==> config.mk <==
export PLATFORM = sky130hd
export DESIGN_NAME = adc_cmd_seq
export DESIGN_NICKNAME = d
export VERILOG_FILES = /design/src/rtl/adc_seq_pkg.sv /design/src/rtl/adc_spi_byte.sv /design/src/rtl/adc_frame_gen.sv /design/src/rtl/adc_result_chk.sv /design/src/rtl/adc_cmd_seq.sv
export SDC_FILE = /design/constraint.sdc
export NUM_CORES = 1
export LEC_CHECK = 0
export BUFFER_PORTS_ARGS = -buffer_cell sky130_fd_sc_hd__buf_4
export CELL_PAD_IN_SITES_DETAIL_PLACEMENT = 0
export CELL_PAD_IN_SITES_GLOBAL_PLACEMENT = 1
export CORE_MARGIN = 2
export CORE_UTILIZATION = 38
export DETAILED_ROUTE_END_ITERATION = 16
export PLACE_DENSITY_LB_ADDON = 0.1
export SLEW_MARGIN = 20
export SYNTH_ARGS = -nofsm -noshare
export SYNTH_HDL_FRONTEND = slang
export SYNTH_SLANG_ARGS = --single-unit
export TNS_END_PERCENT = 20
==> constraint.sdc <==
create_clock -name clk -period 3.8 [get_ports clk]
set_input_delay 0.38 -clock clk [delete_from_list [all_inputs] [get_ports clk]]
set_output_delay 0.38 -clock clk [all_outputs]
set_load 0.02 [all_outputs]
==> src/rtl/adc_seq_pkg.sv <==
// Package: shared opcodes, sequencer state type and checksum rule for the
// ADC SPI command sequencer. Assumes single-byte opcodes with the register
// address in the low nibble of the read and write opcodes.
package adc_seq_pkg;
    localparam logic [7:0] OP_HALT   = 8'h11;
    localparam logic [7:0] OP_WRITE  = 8'h40;
    localparam logic [7:0] OP_READ   = 8'h20;
    localparam logic [7:0] OP_GO     = 8'h08;
    localparam logic [7:0] OP_RESULT = 8'h12;
    localparam logic [3:0] FLAG_REG  = 4'd2;
    localparam int         FLAG_BIT  = 7;
    localparam logic [7:0] SUM_SEED  = 8'h9B;

    typedef enum logic [2:0] {
        ST_HALT, ST_WRITE, ST_VERIFY, ST_GO, ST_POLL, ST_FETCH, ST_REST
    } seq_state_t;

    function automatic logic [7:0] result_sum(input logic [23:0] d);
        return d[23:16] + d[15:8] + d[7:0] + SUM_SEED;
    endfunction
endpackage

==> src/rtl/adc_spi_byte.sv <==
// Module: one-byte SPI shifter. Drives MOSI on the rising SCLK edge and
// samples MISO on the falling edge, MSB first. Each SCLK phase lasts DIV
// clocks. Assumes the caller handles chip select and pulses go only while
// the shifter is idle.
module adc_spi_byte #(
    parameter int DIV = 2
) (
    input  logic       clk,
    input  logic       rst_n,
    input  logic       go,
    input  logic [7:0] tx,
    input  logic       miso,
    output logic       sclk,
    output logic       mosi,
    output logic       done,
    output logic [7:0] rx
);
    localparam int DW = (DIV > 1) ? $clog2(DIV) : 1;

    logic          busy;
    logic          rise_next;
    logic [2:0]    bits;
    logic [DW-1:0] div_cnt;
    logic [7:0]    sh_tx;

    // Bit engine: alternates rising and falling SCLK phases for eight bits.
    always_ff @(posedge clk) begin
        if (!rst_n) begin
            busy <= 1'b0; rise_next <= 1'b0; bits <= '0; div_cnt <= '0;
            sh_tx <= '0; rx <= '0; sclk <= 1'b0; mosi <= 1'b0; done <= 1'b0;
        end else begin
            done <= 1'b0;
            if (!busy) begin
                if (go) begin
                    busy <= 1'b1; rise_next <= 1'b1; bits <= '0;
                    div_cnt <= '0; sh_tx <= tx;
                end
            end else if (div_cnt != '0) begin
                div_cnt <= div_cnt - 1'b1;
            end else if (rise_next) begin
                sclk <= 1'b1;
                mosi <= sh_tx[7];
                sh_tx <= {sh_tx[6:0], 1'b0};
                rise_next <= 1'b0;
                div_cnt <= DW'(DIV - 1);
            end else begin
                sclk <= 1'b0;
                rx <= {rx[6:0], miso};
                bits <= bits + 1'b1;
                if (bits == 3'd7) begin
                    busy <= 1'b0;
                    done <= 1'b1;
                end else begin
                    rise_next <= 1'b1;
                    div_cnt <= DW'(DIV - 1);
                end
            end
        end
    end
endmodule

==> src/rtl/adc_frame_gen.sv <==
// Module: combinational frame builder. Returns the outgoing byte at a given
// index of the frame for the current sequencer state, plus the index of
// the frame's last byte. Assumes NREG registers starting at address 0.
module adc_frame_gen
    import adc_seq_pkg::*;
#(
    parameter int NREG = 9,
    localparam int IW  = $clog2(NREG + 3)
) (
    input  seq_state_t       state,
    input  logic [IW-1:0]    idx,
    input  logic [NREG*8-1:0] cfg,
    output logic [7:0]       tx_byte,
    output logic [IW-1:0]    last_idx
);
    localparam logic [7:0] COUNT_BYTE = 8'(NREG - 1);

    // Byte selection per frame type and position.
    always_comb begin
        tx_byte  = 8'h00;
        last_idx = '0;
        unique case (state)
            ST_HALT:  tx_byte = OP_HALT;
            ST_GO:    tx_byte = OP_GO;
            ST_WRITE: begin
                last_idx = IW'(NREG + 1);
                if (idx == '0)            tx_byte = OP_WRITE;
                else if (idx == IW'(1))   tx_byte = COUNT_BYTE;
                for (int i = 0; i < NREG; i++)
                    if (idx == IW'(i + 2)) tx_byte = cfg[8*i +: 8];
            end
            ST_VERIFY: begin
                last_idx = IW'(NREG + 1);
                if (idx == '0)            tx_byte = OP_READ;
                else if (idx == IW'(1))   tx_byte = COUNT_BYTE;
            end
            ST_POLL: begin
                last_idx = IW'(2);
                if (idx == '0) tx_byte = OP_READ | {4'h0, FLAG_REG};
            end
            ST_FETCH: begin
                last_idx = IW'(4);
                if (idx == '0) tx_byte = OP_RESULT;
            end
            default: ;
        endcase
    end
endmodule

==> src/rtl/adc_result_chk.sv <==
// Module: result checker. Validates the checksum of a 24-bit result. On a
// good checksum it reports the result as fresh or as a repeat of the
// previous good result. Each outcome is a one-cycle pulse one clock after
// go. Assumes go is a single-cycle strobe.
module adc_result_chk
    import adc_seq_pkg::*;
(
    input  logic        clk,
    input  logic        rst_n,
    input  logic        go,
    input  logic [23:0] data,
    input  logic [7:0]  csum,
    output logic        fresh,
    output logic        repeat_hit,
    output logic        sum_bad,
    output logic [23:0] held
);
    logic have_prev;

    // Outcome classification and storage of the last good value.
    always_ff @(posedge clk) begin
        if (!rst_n) begin
            fresh <= 1'b0; repeat_hit <= 1'b0; sum_bad <= 1'b0;
            held <= '0; have_prev <= 1'b0;
        end else begin
            fresh <= 1'b0; repeat_hit <= 1'b0; sum_bad <= 1'b0;
            if (go) begin
                if (csum != result_sum(data)) begin
                    sum_bad <= 1'b1;
                end else begin
                    held <= data;
                    have_prev <= 1'b1;
                    if (have_prev && data == held) repeat_hit <= 1'b1;
                    else                           fresh <= 1'b1;
                end
            end
        end
    end
endmodule

==> src/rtl/adc_cmd_seq.sv <==
// Module: top of the ADC SPI command sequencer. Steps through halt, write,
// verify, start, poll and fetch frames, then rests before the next start.
// Assumes a converter that latches MOSI on falling SCLK and drives MISO
// after rising SCLK, and RESTART_CYCLES, POLL_LIMIT and GAP_CYCLES >= 1.
module adc_cmd_seq
    import adc_seq_pkg::*;
#(
    parameter int NREG           = 9,
    parameter int CLK_DIV        = 2,
    parameter int GAP_CYCLES     = 4,
    parameter int RESTART_CYCLES = 160000,
    parameter int POLL_LIMIT     = 1000
) (
    input  logic              clk,
    input  logic              rst_n,
    input  logic [NREG*8-1:0] cfg_regs,
    output logic              spi_sclk,
    output logic              spi_cs_n,
    output logic              spi_mosi,
    input  logic              spi_miso,
    output logic              sample_valid,
    output logic              sample_suspect,
    output logic [23:0]       sample_data,
    output logic              crc_err,
    output logic              cfg_err,
    output logic              timeout_err
);
    localparam int IW = $clog2(NREG + 3);
    localparam int RW = $clog2(RESTART_CYCLES + 1);
    localparam int PW = $clog2(POLL_LIMIT + 1);
    localparam int GW = $clog2(GAP_CYCLES + 1);

    seq_state_t    state;
    logic          in_xfer, go, byte_done, chk_go, mism, rb_bad;
    logic [IW-1:0] idx, sel_idx, last_idx;
    logic [GW-1:0] gap_cnt;
    logic [RW-1:0] wait_cnt;
    logic [PW-1:0] poll_cnt;
    logic [7:0]    tx_q, tx_next, rx_byte, rb_exp, chk_csum;
    logic [23:0]   res_q;

    assign sel_idx = in_xfer ? idx + 1'b1 : '0;

    adc_frame_gen #(.NREG(NREG)) u_frame (
        .state(state), .idx(sel_idx), .cfg(cfg_regs),
        .tx_byte(tx_next), .last_idx(last_idx)
    );

    adc_spi_byte #(.DIV(CLK_DIV)) u_shift (
        .clk(clk), .rst_n(rst_n), .go(go), .tx(tx_q), .miso(spi_miso),
        .sclk(spi_sclk), .mosi(spi_mosi), .done(byte_done), .rx(rx_byte)
    );

    adc_result_chk u_check (
        .clk(clk), .rst_n(rst_n), .go(chk_go), .data(res_q), .csum(chk_csum),
        .fresh(sample_valid), .repeat_hit(sample_suspect), .sum_bad(crc_err),
        .held(sample_data)
    );

    // Expected readback byte at the current index and mismatch detection.
    always_comb begin
        rb_exp = 8'h00;
        for (int i = 0; i < NREG; i++)
            if (idx == IW'(i + 2)) rb_exp = cfg_regs[8*i +: 8];
        rb_bad = (state == ST_VERIFY) && (idx >= IW'(2)) && (rx_byte != rb_exp);
    end

    // Sequencer: frame gaps, byte issue, response capture, state steps.
    always_ff @(posedge clk) begin
        if (!rst_n) begin
            state <= ST_HALT; in_xfer <= 1'b0; go <= 1'b0; idx <= '0;
            gap_cnt <= '0; wait_cnt <= '0; poll_cnt <= '0; tx_q <= '0;
            spi_cs_n <= 1'b1; mism <= 1'b0; res_q <= '0; chk_go <= 1'b0;
            chk_csum <= '0; cfg_err <= 1'b0; timeout_err <= 1'b0;
        end else begin
            go <= 1'b0;
            chk_go <= 1'b0;
            if (state == ST_REST) begin
                if (wait_cnt == RW'(RESTART_CYCLES - 1)) begin
                    state <= ST_GO; wait_cnt <= '0; gap_cnt <= '0;
                end else begin
                    wait_cnt <= wait_cnt + 1'b1;
                end
            end else if (!in_xfer) begin
                if (gap_cnt == GW'(GAP_CYCLES - 1)) begin
                    gap_cnt <= '0; spi_cs_n <= 1'b0; in_xfer <= 1'b1;
                    idx <= '0; go <= 1'b1; tx_q <= tx_next; mism <= 1'b0;
                end else begin
                    gap_cnt <= gap_cnt + 1'b1;
                end
            end else if (byte_done) begin
                if (state == ST_FETCH && idx != '0 && idx != last_idx)
                    res_q <= {res_q[15:0], rx_byte};
                mism <= mism | rb_bad;
                if (idx != last_idx) begin
                    idx <= idx + 1'b1; go <= 1'b1; tx_q <= tx_next;
                end else begin
                    spi_cs_n <= 1'b1; in_xfer <= 1'b0; gap_cnt <= '0;
                    unique case (state)
                        ST_HALT:  state <= ST_WRITE;
                        ST_WRITE: state <= ST_VERIFY;
                        ST_VERIFY: begin
                            cfg_err <= mism | rb_bad;
                            state <= (mism | rb_bad) ? ST_HALT : ST_GO;
                        end
                        ST_GO: begin
                            poll_cnt <= '0; state <= ST_POLL;
                        end
                        ST_POLL: begin
                            if (!rx_byte[FLAG_BIT]) begin
                                timeout_err <= 1'b0; state <= ST_FETCH;
                            end else if (poll_cnt == PW'(POLL_LIMIT - 1)) begin
                                timeout_err <= 1'b1; state <= ST_HALT;
                            end else begin
                                poll_cnt <= poll_cnt + 1'b1;
                            end
                        end
                        ST_FETCH: begin
                            chk_go <= 1'b1; chk_csum <= rx_byte;
                            wait_cnt <= '0; state <= ST_REST;
                        end
                        default: state <= ST_HALT;
                    endcase
                end
            end
        end
    end
endmodule

==> key figures <==
Timing
  – Setup TNS: 0 ps
  – Slew @ Worst Pin: 921 ps
  – Tcrit/Tclk final: 0.949
  – Slew HR: 0.384
  – Final hold vios: 0
  – RSZ-0062 raised after global routing: no
  – Skew final: 8.34 ps
  – Slew Limit Fails: 0
  – Fmax: 0.277 GHz
  – Final setup violation count: 0
  – Final WS setup: 195 ps
  – Final Critical Period: roughly 3600 ps

Clocking
  – Root buffer cell: clkbuf_16
  – Post-CTS Hold Buffers: 0
  – Clock buffer depth: 2
  – Worst-path clk slew: 60 ps
  – CTS Sinks: 138
  – CTS tree: built
  – Worst skew pair latency: 420 ps
  – H-tree Lvls: 4
  – CTS buffer count: 17

Floorplan
  – Die Area: 24000 µm²
  – Io pins: 107
  – Initial core utilization: 0.385
  – Die span in y: between 150 and 200 µm
  – Core Rows: 55
  – Core area: ~23000 µm²
  – DIE WIDTH: 155 µm

Critical path
  – Crit path max fanout: 12
  – Worst R2R Path Depth: 15
  – Setup slack, reg-to-reg: 200 ps
  – Crit path capture: u_check.held[15]
  – Setup crit start kind: flop
  – Critical Path End Type: flop
  – R2r endpoint: u_check.held[15]
  – Crit Path Class: flop to flop
  – WP data arrival: 3960 ps
  – Worst r2r src: res_q[1]
  – Worst Path Required: 4150 ps
  – Critical Path Source: res_q[1]

Logic synthesis
  – Gate Count Post-Synth: 1068
  – Yosys warnings: 0
  – Asr flop ratio synth: 0
  – Dominant cell type by area after synthesis: dfxtp_1
  – Post-synthesis net count: 1173
  – Top post-synthesis cells by count: dfxtp_1, nand2_1, nor2_1
  – Post-synth top flop: dfxtp_1
  – Share of Yosys cell area claimed by the top area cell type: 0.319
  – Number of flops mapped to enable cells by yosys: 0
  – Sequential share of the synthesized area: 0.319
  – Count of cell types in the netlist: 84
  – Synth Area per Inst: 8.11 µm²
  – Most frequent cell after synthesis: dfxtp_1
  – Area contributors post-synth: dfxtp_1, mux2i_1, nand2_1
  – Synthesized cell area: a little under 9000 µm²
  – Post-synthesis register bit count: 138

Placed design
  – Pre-CTS setup slack: 186 ps
  – Post-DP HPWL: approximately 21000 µm
  – Input/output buffers: about 110
  – Dpl cells: 1434
  – RD Place Congestion: 0.899

Power and ir drop
  – Worst vdd ir: roughly 0.00027 V
  – Lkg Pwr: 4.11 nW
  – P_int: 2.71 mW
  – Sw Ratio: 0.241
  – Combinational share of power: 0.074
  – Sequential share of power: 0.421
  – Psw: between 0.8 and 0.9 mW
  – PD cells: 340 nW/µm²
  – Clock Power Share: 0.505

Worst hold path
  – Hold path depth: 3
  – Worst Hold Class: input port to flop

Final layout
  – Share of post-route cells with drive strength above 1: 0.165
  – Antenna diode count: 0
  – Net count, final: 1276
  – Area Growth Syn to Fin: 21.2%
  – Fin util: 0.467
  – Post-layout instance count excluding filler cells: 1469

Run
  – Max-cap viol count: 0

Detailed routing
  – Via Count: slightly above 8000
  – Routed wire length: between 20000 and 30000 µm
  – Via density: roughly 5.6
  – DR WL/cell: 19.4 µm
  – Antenna viol nets, final: 0
  – DRC Markers: 0
  – 1st-pass router iterations: 5
  – DRT iter0 DRCs: 542

Global route
  – Antenna violations before repair: 0
  – Gr ovfl total: 0
  – Vias in the first global route: about 7900
  – First-pass GRT wire length: roughly 45000 µm
  – GRT Resource Usage Total: 0.238
  – Largest net degree at the start of global routing: 65

Run status
  – Status: complete, no violations
logic make-up (layout without fill, tap and decap cells):
| group | Yosys count | after routing | synth area share |
|---|---|---|---|
| simple gates | 417 | 417 | 0.236 |
| compound gates | 238 | 238 | 0.197 |
| flops | 138 | 138 | 0.319 |
| buf+inv | 112 | 228 | 0.0549 |
| mux | 67 | 67 | 0.0774 |
| xor+xnor | 66 | 66 | 0.0667 |
| fa+ha+maj | 30 | 30 | 0.0494 |
critical path, stage by stage, from the launching register on:
cell and delay, ps:
dfxtp_1 320, inv_1 40, ha_1 270, inv_1 50, fa_1 520, ha_1 170, inv_1 50, fa_1 390
xnor2_1 190, xnor2_1 140, nand4_1 110, or4_4 560, a211oi_4 190, buf_4 170, clkbuf_16 180, mux2i_1 190
metrics by stage:
stage / hold slack [ps] / cell area [µm²] / power, mW
final: 201 / 10500 / 3.57
after global routing: 204 / 10500 / 3.70
after CTS: 183 / 10500 / 3.61
after detailed placement: 457 / 9830 / 1.80
after global placement: 443 / 9830 / 1.80
after floorplan: 437 / 8670 / 1.67
sequential cells by signal, summed over array words and instances (netlist names), 3 cells and up:
signal	cells
poll_cnt	10
state	3
gap_cnt	3
idx	4
u_shift.bits	3
u_check.held	24
tx_q	8
res_q	24
chk_csum	8
u_shift.sh_tx	8
wait_cnt	18
u_shift.rx	8
layout by cell type (no fill, tap or decap), drive strengths merged, types with 20 or more instances in the layout:
master  instances
ha             23
o21ai          37
nor2          111
inv            49
mux2i          67
dfxtp         138
a21oi          51
nand2         118
buf           147
nand4          27
xnor2          43
xor2           23
nand3          44
nor2b          22
clkbuf         20
nor3           20
metal layers:
metal | GRT usage | wire, µm | vias to the layer above
met1 | 0.307 | 12400 | 3897
met4 | 0.0644 | 567 | 0
li1 | - | - | 4068
met3 | 0.0535 | 1770 | 49
met2 | 0.401 | 13700 | 260
met5 | 0 | 0 | -
worst min path at each step:
stage | endpoint | from | slack [ps]
final | u_shift.rx[0] | spi_miso | 200
after global routing | u_shift.rx[0] | spi_miso | 200
after CTS | u_shift.rx[0] | spi_miso | 180
after detailed placement | u_shift.sclk | u_shift.sclk | 460
after global placement | spi_cs_n | spi_cs_n | 440
after floorplan | tx_q[0] | tx_q[0] | 440
area by class of cell:
class | instances | area, µm²
sequential | 138 | 2760
clock inverter | 13 | 191
multi-input combinational | 818 | 5430
clock buffer | 19 | 443
tap | 285 | 357
inverter | 48 | 180
timing repair buffer | 148 | 1140
fill | 2275 | 12000
power by group through the flow:
stage | Sequential [mW] | Combinational (mW) | Clock (mW)
2_1_floorplan | 1.52 | 0.147 | 0
3_3_place_gp | 1.53 | 0.262 | 0
3_5_place_dp | 1.53 | 0.262 | 0
4_1_cts | 1.50 | 0.263 | 1.84
5_1_grt | 1.51 | 0.287 | 1.91
6_report | 1.50 | 0.264 | 1.80
what timing repair did:
item	in CTS	in global routing
buffers inserted	0	2
resized for setup	0	0
endpoints found under the setup margin	0	2
endpoints found under the hold margin	0	0
Note: power is estimated with default switching activity, not from simulation.
